`src/rtl/access_guard_pkg.sv`:
```
package access_guard_pkg;

  localparam int CAUSE_W = 32;

  // cause bit positions (software decodes these)
  localparam int C_RD_PRIV   = 0;
  localparam int C_RD_SEC    = 1;
  localparam int C_RD_UNMAP  = 2;
  localparam int C_WR_PRIV   = 3;
  localparam int C_WR_SEC    = 4;
  localparam int C_WR_UNMAP  = 5;
  localparam int C_EXT_SEC   = 16;
  localparam int C_EXT_UNMAP = 17;
  localparam int C_RD_WO     = 24;
  localparam int C_WR_RO     = 25;

  localparam logic [CAUSE_W-1:0] CAUSE_MASK =
    (CAUSE_W'(1) << C_RD_PRIV)  | (CAUSE_W'(1) << C_RD_SEC)   |
    (CAUSE_W'(1) << C_RD_UNMAP) | (CAUSE_W'(1) << C_WR_PRIV)  |
    (CAUSE_W'(1) << C_WR_SEC)   | (CAUSE_W'(1) << C_WR_UNMAP) |
    (CAUSE_W'(1) << C_EXT_SEC)  | (CAUSE_W'(1) << C_EXT_UNMAP) |
    (CAUSE_W'(1) << C_RD_WO)    | (CAUSE_W'(1) << C_WR_RO);

  typedef enum logic [2:0] {
    SEL_NONE,
    SEL_DATA,
    SEL_MAP,
    SEL_CAUSE,
    SEL_EADDR
  } regSel_e;

  // control -> datapath strobes
  typedef struct packed {
    logic               commit;  // allowed write this cycle
    logic               rdEn;    // allowed read this cycle
    regSel_e            sel;     // target register class
    logic [CAUSE_W-1:0] viol;    // new cause bits (zero when allowed)
  } strobe_t;

endpackage

```
`src/rtl/access_guard_ctrl.sv`:
```
module access_guard_ctrl
  import access_guard_pkg::*;
#(
  parameter int ADDR_W      = 16,
  parameter int BLOCK_BYTES = 4096,
  parameter int NUM_DATA    = 16,
  parameter int WO_IDX      = 15,
  parameter int MAP_BASE    = 'hF00,
  parameter int CAUSE_OFS   = 'hF80,
  parameter int EADDR_OFS   = 'hF84,
  localparam int NUM_WORDS  = BLOCK_BYTES / 4,
  localparam int WIDX_W     = $clog2(NUM_WORDS),
  localparam int MAP_WORDS  = NUM_WORDS / 32,
  localparam int MAP_FIRST  = MAP_BASE / 4
) (
  input  logic              reqValid,
  input  logic              reqWrite,
  input  logic [ADDR_W-1:0] reqAddr,
  input  logic              reqPriv,
  input  logic              reqSecure,
  input  logic              reqExt,
  input  logic              protBit,
  output logic [WIDX_W-1:0] wordIdx,
  output strobe_t           stb
);

  logic    inBlock, aligned, mapped, privFail, secFail;
  regSel_e sel;

  assign wordIdx = reqAddr[WIDX_W+1:2];
  assign inBlock = reqAddr < ADDR_W'(BLOCK_BYTES);
  assign aligned = reqAddr[1:0] == 2'b00;

  always_comb begin
    sel = SEL_NONE;
    if (wordIdx < WIDX_W'(NUM_DATA))
      sel = SEL_DATA;
    else if (wordIdx >= WIDX_W'(MAP_FIRST) && wordIdx < WIDX_W'(MAP_FIRST + MAP_WORDS))
      sel = SEL_MAP;
    else if (wordIdx == WIDX_W'(CAUSE_OFS / 4))
      sel = SEL_CAUSE;
    else if (wordIdx == WIDX_W'(EADDR_OFS / 4))
      sel = SEL_EADDR;
  end

  assign mapped   = inBlock && aligned && (sel != SEL_NONE);
  assign privFail = protBit && !reqPriv;
  assign secFail  = protBit && !reqSecure;

  logic [CAUSE_W-1:0] viol;
  always_comb begin
    viol = '0;
    if (reqValid) begin
      if (!mapped) begin
        if (!reqWrite)   viol[C_RD_UNMAP]  = 1'b1;
        else if (reqExt) viol[C_EXT_UNMAP] = 1'b1;
        else             viol[C_WR_UNMAP]  = 1'b1;
      end else if (reqWrite) begin
        if (reqExt) viol[C_EXT_SEC] = privFail || secFail;
        else begin
          viol[C_WR_PRIV] = privFail;
          viol[C_WR_SEC]  = secFail;
        end
        if (sel == SEL_EADDR) viol[C_WR_RO] = 1'b1;
      end else begin
        viol[C_RD_PRIV] = privFail;
        viol[C_RD_SEC]  = secFail;
        if (sel == SEL_DATA && wordIdx == WIDX_W'(WO_IDX)) viol[C_RD_WO] = 1'b1;
      end
    end
  end

  assign stb.viol   = viol;
  assign stb.sel    = sel;
  assign stb.commit = reqValid && reqWrite && mapped && (viol == '0);
  assign stb.rdEn   = reqValid && !reqWrite && mapped && (viol == '0);

endmodule

```
`src/rtl/access_guard_dp.sv`:
```
module access_guard_dp
  import access_guard_pkg::*;
#(
  parameter int ADDR_W      = 16,
  parameter int BLOCK_BYTES = 4096,
  parameter int NUM_DATA    = 16,
  parameter int MAP_BASE    = 'hF00,
  localparam int NUM_WORDS  = BLOCK_BYTES / 4,
  localparam int WIDX_W     = $clog2(NUM_WORDS),
  localparam int MAP_WORDS  = NUM_WORDS / 32,
  localparam int MAP_FIRST  = MAP_BASE / 4,
  localparam int MSLOT_W    = $clog2(MAP_WORDS),
  localparam int DIDX_W     = $clog2(NUM_DATA)
) (
  input  logic               clk,
  input  logic               rstN,
  input  strobe_t            stb,
  input  logic [WIDX_W-1:0]  wordIdx,
  input  logic [ADDR_W-1:0]  reqAddr,
  input  logic [31:0]        reqWdata,
  output logic               protBit,
  output logic [31:0]        rspRdata
);

  logic [MAP_WORDS-1:0][31:0] mapQ;
  logic [NUM_DATA-1:0][31:0]  dataQ;
  logic [CAUSE_W-1:0]         causeQ;
  logic [ADDR_W-1:0]          errAddrQ;
  logic [WIDX_W-1:0]          mapSlot;

  assign mapSlot = wordIdx - WIDX_W'(MAP_FIRST);

  // protection bitmap, one 32-bit word per 32 registers, all secured at reset
  for (genvar g = 0; g < MAP_WORDS; g++) begin : g_map
    logic [31:0] slotQ;
    always_ff @(posedge clk) begin
      if (!rstN) slotQ <= '1;
      else if (stb.commit && stb.sel == SEL_MAP && mapSlot == WIDX_W'(g))
        slotQ <= reqWdata;
    end
    assign mapQ[g] = slotQ;
  end

  // guarded register file
  for (genvar g = 0; g < NUM_DATA; g++) begin : g_data
    logic [31:0] regQ;
    always_ff @(posedge clk) begin
      if (!rstN) regQ <= '0;
      else if (stb.commit && stb.sel == SEL_DATA && wordIdx == WIDX_W'(g))
        regQ <= reqWdata;
    end
    assign dataQ[g] = regQ;
  end

  assign protBit = mapQ[wordIdx[WIDX_W-1:5]][wordIdx[4:0]];

  logic [CAUSE_W-1:0] clrBits;
  assign clrBits = (stb.commit && stb.sel == SEL_CAUSE) ? (reqWdata & CAUSE_MASK) : '0;

  always_ff @(posedge clk) begin
    if (!rstN) begin
      causeQ   <= '0;
      errAddrQ <= '0;
    end else begin
      causeQ <= (causeQ & ~clrBits) | stb.viol;
      if (stb.viol != '0 && causeQ == '0) errAddrQ <= reqAddr;
    end
  end

  always_comb begin
    rspRdata = '0;
    if (stb.rdEn) begin
      unique case (stb.sel)
        SEL_DATA:  rspRdata = dataQ[wordIdx[DIDX_W-1:0]];
        SEL_MAP:   rspRdata = mapQ[mapSlot[MSLOT_W-1:0]];
        SEL_CAUSE: rspRdata = causeQ;
        SEL_EADDR: rspRdata = 32'(errAddrQ);
        default:   rspRdata = '0;
      endcase
    end
  end

endmodule

```
`src/rtl/access_guard.sv`:
```
module access_guard
  import access_guard_pkg::*;
#(
  parameter int ADDR_W      = 16,
  parameter int BLOCK_BYTES = 4096,
  parameter int NUM_DATA    = 16,
  parameter int WO_IDX      = 15,
  parameter int MAP_BASE    = 'hF00,
  parameter int CAUSE_OFS   = 'hF80,
  parameter int EADDR_OFS   = 'hF84,
  localparam int WIDX_W     = $clog2(BLOCK_BYTES / 4)
) (
  input  logic              clk,
  input  logic              rstN,
  input  logic              reqValid,
  input  logic              reqWrite,
  input  logic [ADDR_W-1:0] reqAddr,
  input  logic [31:0]       reqWdata,
  input  logic              reqPriv,
  input  logic              reqSecure,
  input  logic              reqExt,
  output logic [31:0]       rspRdata,
  output logic              rspErr
);

  strobe_t           stb;
  logic [WIDX_W-1:0] wordIdx;
  logic              protBit;

  access_guard_ctrl #(
    .ADDR_W(ADDR_W), .BLOCK_BYTES(BLOCK_BYTES), .NUM_DATA(NUM_DATA),
    .WO_IDX(WO_IDX), .MAP_BASE(MAP_BASE), .CAUSE_OFS(CAUSE_OFS),
    .EADDR_OFS(EADDR_OFS)
  ) u_ctrl (
    .reqValid(reqValid), .reqWrite(reqWrite), .reqAddr(reqAddr),
    .reqPriv(reqPriv), .reqSecure(reqSecure), .reqExt(reqExt),
    .protBit(protBit), .wordIdx(wordIdx), .stb(stb)
  );

  access_guard_dp #(
    .ADDR_W(ADDR_W), .BLOCK_BYTES(BLOCK_BYTES), .NUM_DATA(NUM_DATA),
    .MAP_BASE(MAP_BASE)
  ) u_dp (
    .clk(clk), .rstN(rstN), .stb(stb), .wordIdx(wordIdx),
    .reqAddr(reqAddr), .reqWdata(reqWdata), .protBit(protBit),
    .rspRdata(rspRdata)
  );

  assign rspErr = stb.viol != '0;

endmodule

```
`config.mk`:
```
export PLATFORM = sky130hd
export DESIGN_NAME = access_guard
export DESIGN_NICKNAME = d
export VERILOG_FILES = /design/src/rtl/access_guard_pkg.sv /design/src/rtl/access_guard_ctrl.sv /design/src/rtl/access_guard_dp.sv /design/src/rtl/access_guard.sv
export SDC_FILE = /design/constraint.sdc
export NUM_CORES = 2
export LEC_CHECK = 0
export BUFFER_PORTS_ARGS = -buffer_cell sky130_fd_sc_hd__buf_2
export CELL_PAD_IN_SITES_DETAIL_PLACEMENT = 0
export CELL_PAD_IN_SITES_GLOBAL_PLACEMENT = 1
export CORE_AREA = 3 3 391 393
export DETAILED_ROUTE_END_ITERATION = 6
export DIE_AREA = 0 0 394 396
export PLACE_DENSITY = 0.85
export SETUP_SLACK_MARGIN = 0.1
export SYNTH_ARGS = -nofsm -noshare
export SYNTH_HDL_FRONTEND = slang
export SYNTH_SLANG_ARGS = --single-unit
```
`constraint.sdc`:
```
create_clock -name clk -period 4.99 [get_ports clk]
set_input_delay 0.499 -clock clk [delete_from_list [all_inputs] [get_ports clk]]
set_output_delay 0.499 -clock clk [all_outputs]
set_load 0.1 [all_outputs]
```
After elaboration in Yosys (flattened, before gate mapping) --
Cells that the tools add are included.
Storage, ports and cells: register bits after elaboration 1584, bits in latches 0, memory bits (writable) 0, bits in read-only memories 0, input port bits 55, memories kept 0
Cells by class: add/subtract/negate cells 1, multipliers 0, div/mod/pow operators 0, order comparisons 8, equal/unequal tests 52, shifts and indexed selects 0, mux-type cells 39, bitwise gates (word level) 3, reductions and logical operators 75
Operators by type and width (number):
- 32-bit binary-select mux with 5-bit select | 2
- 10-bit by 4-bit == test with 1-bit output (second input constant) | 16
- 10-bit by 5-bit == test with 1-bit output (second input constant) | 16
- 32-bit binary-select mux with 4-bit select | 1
- 32-bit 2-to-1 mux | 4
- 32-bit case mux with 4 select lines | 1
- 10-bit by 3-bit == test with 1-bit output (second input constant) | 8
- 1-bit logical AND | 64
- 32-bit logical NOT | 2
- 10-bit by 2-bit == test with 1-bit output (second input constant) | 4
- 32-bit bitwise AND | 1
- 32-bit NOT | 1
- 32-bit by 26-bit bitwise OR with 32-bit output | 1
- 32-bit nonzero test | 1
- 26-bit 2-to-1 mux | 1
- 10-bit by 1-bit == test with 1-bit output (second input constant) | 2
- 10-bit == test (second input constant) | 2
- 10-bit logical NOT | 2
- 5-bit by 6-bit less-than comparator with 1-bit output (second input constant) | 3
- 16-bit by 13-bit less-than comparator with 1-bit output (second input constant) | 1
- 1-bit 2-to-1 mux | 16
- 2-bit 2-to-1 mux | 8
- 3-bit 2-to-1 mux | 4
- 10-bit greater-or-equal comparator (second input constant) | 1
- 13 further kinds | 16

Longest topological paths before layout --
word-level depth 18, gate-level depth with buffers 19, depth with buffers taken out 10

By module --
From an unflattened synthesis, not the netlist that was laid out.
Unflattened totals: cell total of the unflattened synthesis 8807, area total of the unflattened synthesis 78592.9 µm²
By module, submodules not included:
- access_guard_dp | instances 1, cells each 8722, area an instance 77978.5 µm²
- access_guard_ctrl | instances 1, cells each 74, area an instance 539.3 µm²
- access_guard | instances 1, cells each 11, area an instance 75.1 µm²

Worst setup path before layout --
Ideal clock, no wire load.
path kind input port to output port, start input port reqAddr[9], end output port rspRdata[2], arrival 4.788 ns, slack -0.297 ns, cell stages on the path 14, buffers on the path 6, cells stage by stage buf_4 > buf_4 > buf_4 > buf_4 > mux4_2 > mux4_2 > o211ai_1 > nand4_1 > a211oi_2 > or3_1 > buf_2 > nand3_1 > clkbuf_1 > a21oi_1
Between the ends: cells in the longest elaborated chain, start to end 14
RTL lines:
- from (decl) | line access_guard.sv:17 | input logic [ADDR_W-1:0] reqAddr,
- branches (longest 13 deep; another with 32-bit binary-select mux with 5-bit select)
- 32-bit 2-to-1 mux * | line access_guard_dp.sv:72 | if (stb.rdEn) begin
- to (decl) | line access_guard.sv:22 | output logic [31:0] rspRdata,
Mark *: on every way between the ends. The select of a mux whose other input is x is not followed.

Worst setup path after layout --
start input port reqAddr[11], end output port rspRdata[2]
The elaborated chain is that of the path after synthesis.

==> results.json <==
{
  "status": "finished with violations",
  "violations": "DRC",
  "syn-mean-instance-area_sq_um": 11.2,
  "number_of_antenna_violations_at_the_first_check_in_global_routing": 8,
  "htree_num_levels": 4,
  "setup-tns-final_ns": 0,
  "netlist_top_cells_area": "dfxtp_1 40%, mux2i_1 22%, mux4_2 20%",
  "synth-seq-cells": 1562,
  "portBuffers": 87,
  "grt_setup_unrepaired": "false",
  "vias": 58100,
  "kind_of_launch_point_of_the_worst_setup_path": "primary input",
  "clock_sink_count": 1562,
  "async_flop_share": 0,
  "timing.final.crit_share": 0.975,
  "detailedPlace.worstSlack_ns": -0.265,
  "cp.required_ns": 4.49,
  "grt_pass1_wl_microns": 376000,
  "synth.most_common_cell": "mux2i_1",
  "per_cell_routed_wire_length_microns": 28.1,
  "core_region_area_sq_um": 150000,
  "synth_cell_type_count": 71,
  "power-per-cell-area_nw_per_um2": 311,
  "drt_first_iter_violations": 7341,
  "path_clk_slew_ns": 0.06,
  "max-slew-margin-rel": 0.121,
  "fin_util": 0.588,
  "timing.clock.skew_ns": 0.0574,
  "critPathCaptureType": "output pin",
  "timing.final.crit_period_ns": 4.86,
  "clkLatencyLatePin_ns": 0.82,
  "dieWidth_microns": 394,
  "ys_seq_area_frac": 0.403,
  "firstDrtPassIters": 7,
  "synth-edff-count": 0,
  "max-cap-violations": 0,
  "synth_commonest_cells": "1673 x mux2i_1, 1562 x dfxtp_1, 1114 x nor2_1",
  "initial_utilization": 0.519,
  "ir_worst_vdd_mv": 0.245,
  "ant_nets": 0,
  "hold_violations": 0,
  "critPathKind": "in -> out",
  "synth-main-ff-cell": "dfxtp_1",
  "finalNetCount": 6911,
  "max-clock-path-buffers": 3,
  "power.total_w": 0.0274,
  "postSynthNetCount": 7002,
  "netlist_instances": 6947,
  "std_cell_rows": 142,
  "grt_pass1_vias": 57200,
  "cts_tree": "built",
  "gr-total-overflow": 0,
  "hold_path_class": "in -> reg",
  "timing_max_transition_violations_final": 0,
  "die_area_sq_um": 156000,
  "dp_hpwl_microns": 157000,
  "ios": 88,
  "layout-drive-gt1-share": 0.221,
  "routed_via_density": 6.44,
  "timing_worst_slew_pin_value_ns": 1.32,
  "crit_fanout": 25,
  "grt.total_usage": 0.318,
  "ys.warnings.count": 0,
  "grt_start_max_net_pins": 217,
  "drc": 12,
  "clock-root-buffer": "clkbuf_16",
  "synth_area_sq_um": 77700,
  "vert_die_dim_microns": 396,
  "p_leak_nw": 34.8,
  "report.final.setup_viol": 0,
  "areaGrowthSynthToFinish_pct": 13.3,
  "total_cts_buffers": 168,
  "post-route-worst-setup-slack_ns": 0.127,
  "yosys.area.top_type": "dfxtp_1",
  "worst_ep_arrival_ns": 4.36,
  "fmaxAchievable_mhz": 206,
  "post-synth-top-area-fraction": 0.403,
  "routabilityCongestion": 0.894,
  "drt_wl_total_microns": 253000
}
[routing by layer]
layer	GRT usage	wire length [microns]	vias to the layer above
met4	0.153	13500	2
met1	0.425	101000	29600
li1	-	-	24800
met5	0	15	-
met2	0.491	115000	3018
met3	0.0709	24600	669
[critical path: stages]
cell and delay, ns:
buf_6 0.31, buf_6 0.25, mux4_2 0.53, mux4_2 0.53
o211ai_1 0.33, nand4_1 0.28, a211oi_4 0.51, buf_6 0.17
or3_2 0.13, nand3_2 0.14, buf_12 0.21, a21oi_2 0.19
buf_12 0.20
[logic make-up (layout without fill, tap and decap cells)]
family,Yosys count,after routing,synth area share
AOI/OAI and AO/OA,245,245,0.0223
buffers and inverters,714,754,0.0476
DFF,1562,1562,0.403
muxes,2379,2379,0.418
other,0,8,0
and+or+nand+nor,2047,2047,0.110
[metrics by stage]
| step | hold slack, ns | cells | instance area, sq um |
|---|---|---|---|
| after detailed placement | 0.447 | 8683 | 81900 |
| final | 0.0654 | 9011 | 88000 |
| after CTS | 0.0150 | 8991 | 87800 |
| after global routing | 0.0402 | 9003 | 88000 |
| after global placement | 0.439 | 8683 | 81900 |
| after floorplan | 0.432 | 6947 | 77700 |
[cells in the final DEF, fill, tap and decap left out, drive strengths merged, types with 30 or more instances in the layout]
| cell | Yosys | final |
|---|---|---|
| clkbuf | 426 | 243 |
| a22oi | 32 | 32 |
| nor2 | 1116 | 1116 |
| clkinv | 0 | 33 |
| dfxtp | 1562 | 1562 |
| nand3 | 53 | 53 |
| nand2 | 739 | 739 |
| buf | 277 | 436 |
| mux2i | 1673 | 1673 |
| o22ai | 38 | 38 |
| mux4 | 690 | 690 |
| nor3 | 33 | 33 |
| a21oi | 46 | 46 |
| o21ai | 30 | 30 |
| nand4 | 31 | 31 |
[final timing paths]
| kind | startpoint | endpoint | cells past startpoint | slack [ns] |
|---|---|---|---|---|
| worst max-delay path | reqAddr[11] | rspRdata[2] | 13 | 0.13 |
| worst min-delay path | reqExt | u_dp.causeQ[5] | 3 | 0.07 |
| worst max register to register | u_dp.g_map[28].slotQ[10] | u_dp.g_map[6].slotQ[5] | 12 | 0.85 |
| worst min register to register | u_dp.g_data[15].regQ[7] | u_dp.g_data[15].regQ[7] | 2 | 0.46 |
[cell type report]
class | instances | area (sq um)
multi-input cells | 4671 | 43100
flip-flops and latches | 1562 | 31300
diodes | 8 | 20.0
inverters | 11 | 48.8
clock buffers | 243 | 4890
fillers | 12000 | 61700
repair buffers | 442 | 5310
clock inverters | 58 | 872
well taps | 2016 | 2520
[state kept, by name, indices dropped and copies added (netlist names)]
register          cells
u_dp.g_map.slotQ   1024
u_dp.g_data.regQ    512
u_dp.errAddrQ        16
u_dp.causeQ          10
[repair_timing]
| action | in CTS | in global routing |
|---|---|---|
| hold endpoints to repair | 6 | 0 |
| setup endpoints to repair | 33 | 33 |
| pin swaps | 2 | 5 |
| gates resized for setup | 10 | 27 |
| buffers inserted | 1 | 11 |
| hold buffers | 6 | 0 |
[power breakdown]
part           switching [W]  internal, W
sequential         0.0000135       0.0125
combinational        0.00126     0.000569
clock                0.00546      0.00758
Note: power is estimated with default switching activity, not from simulation.
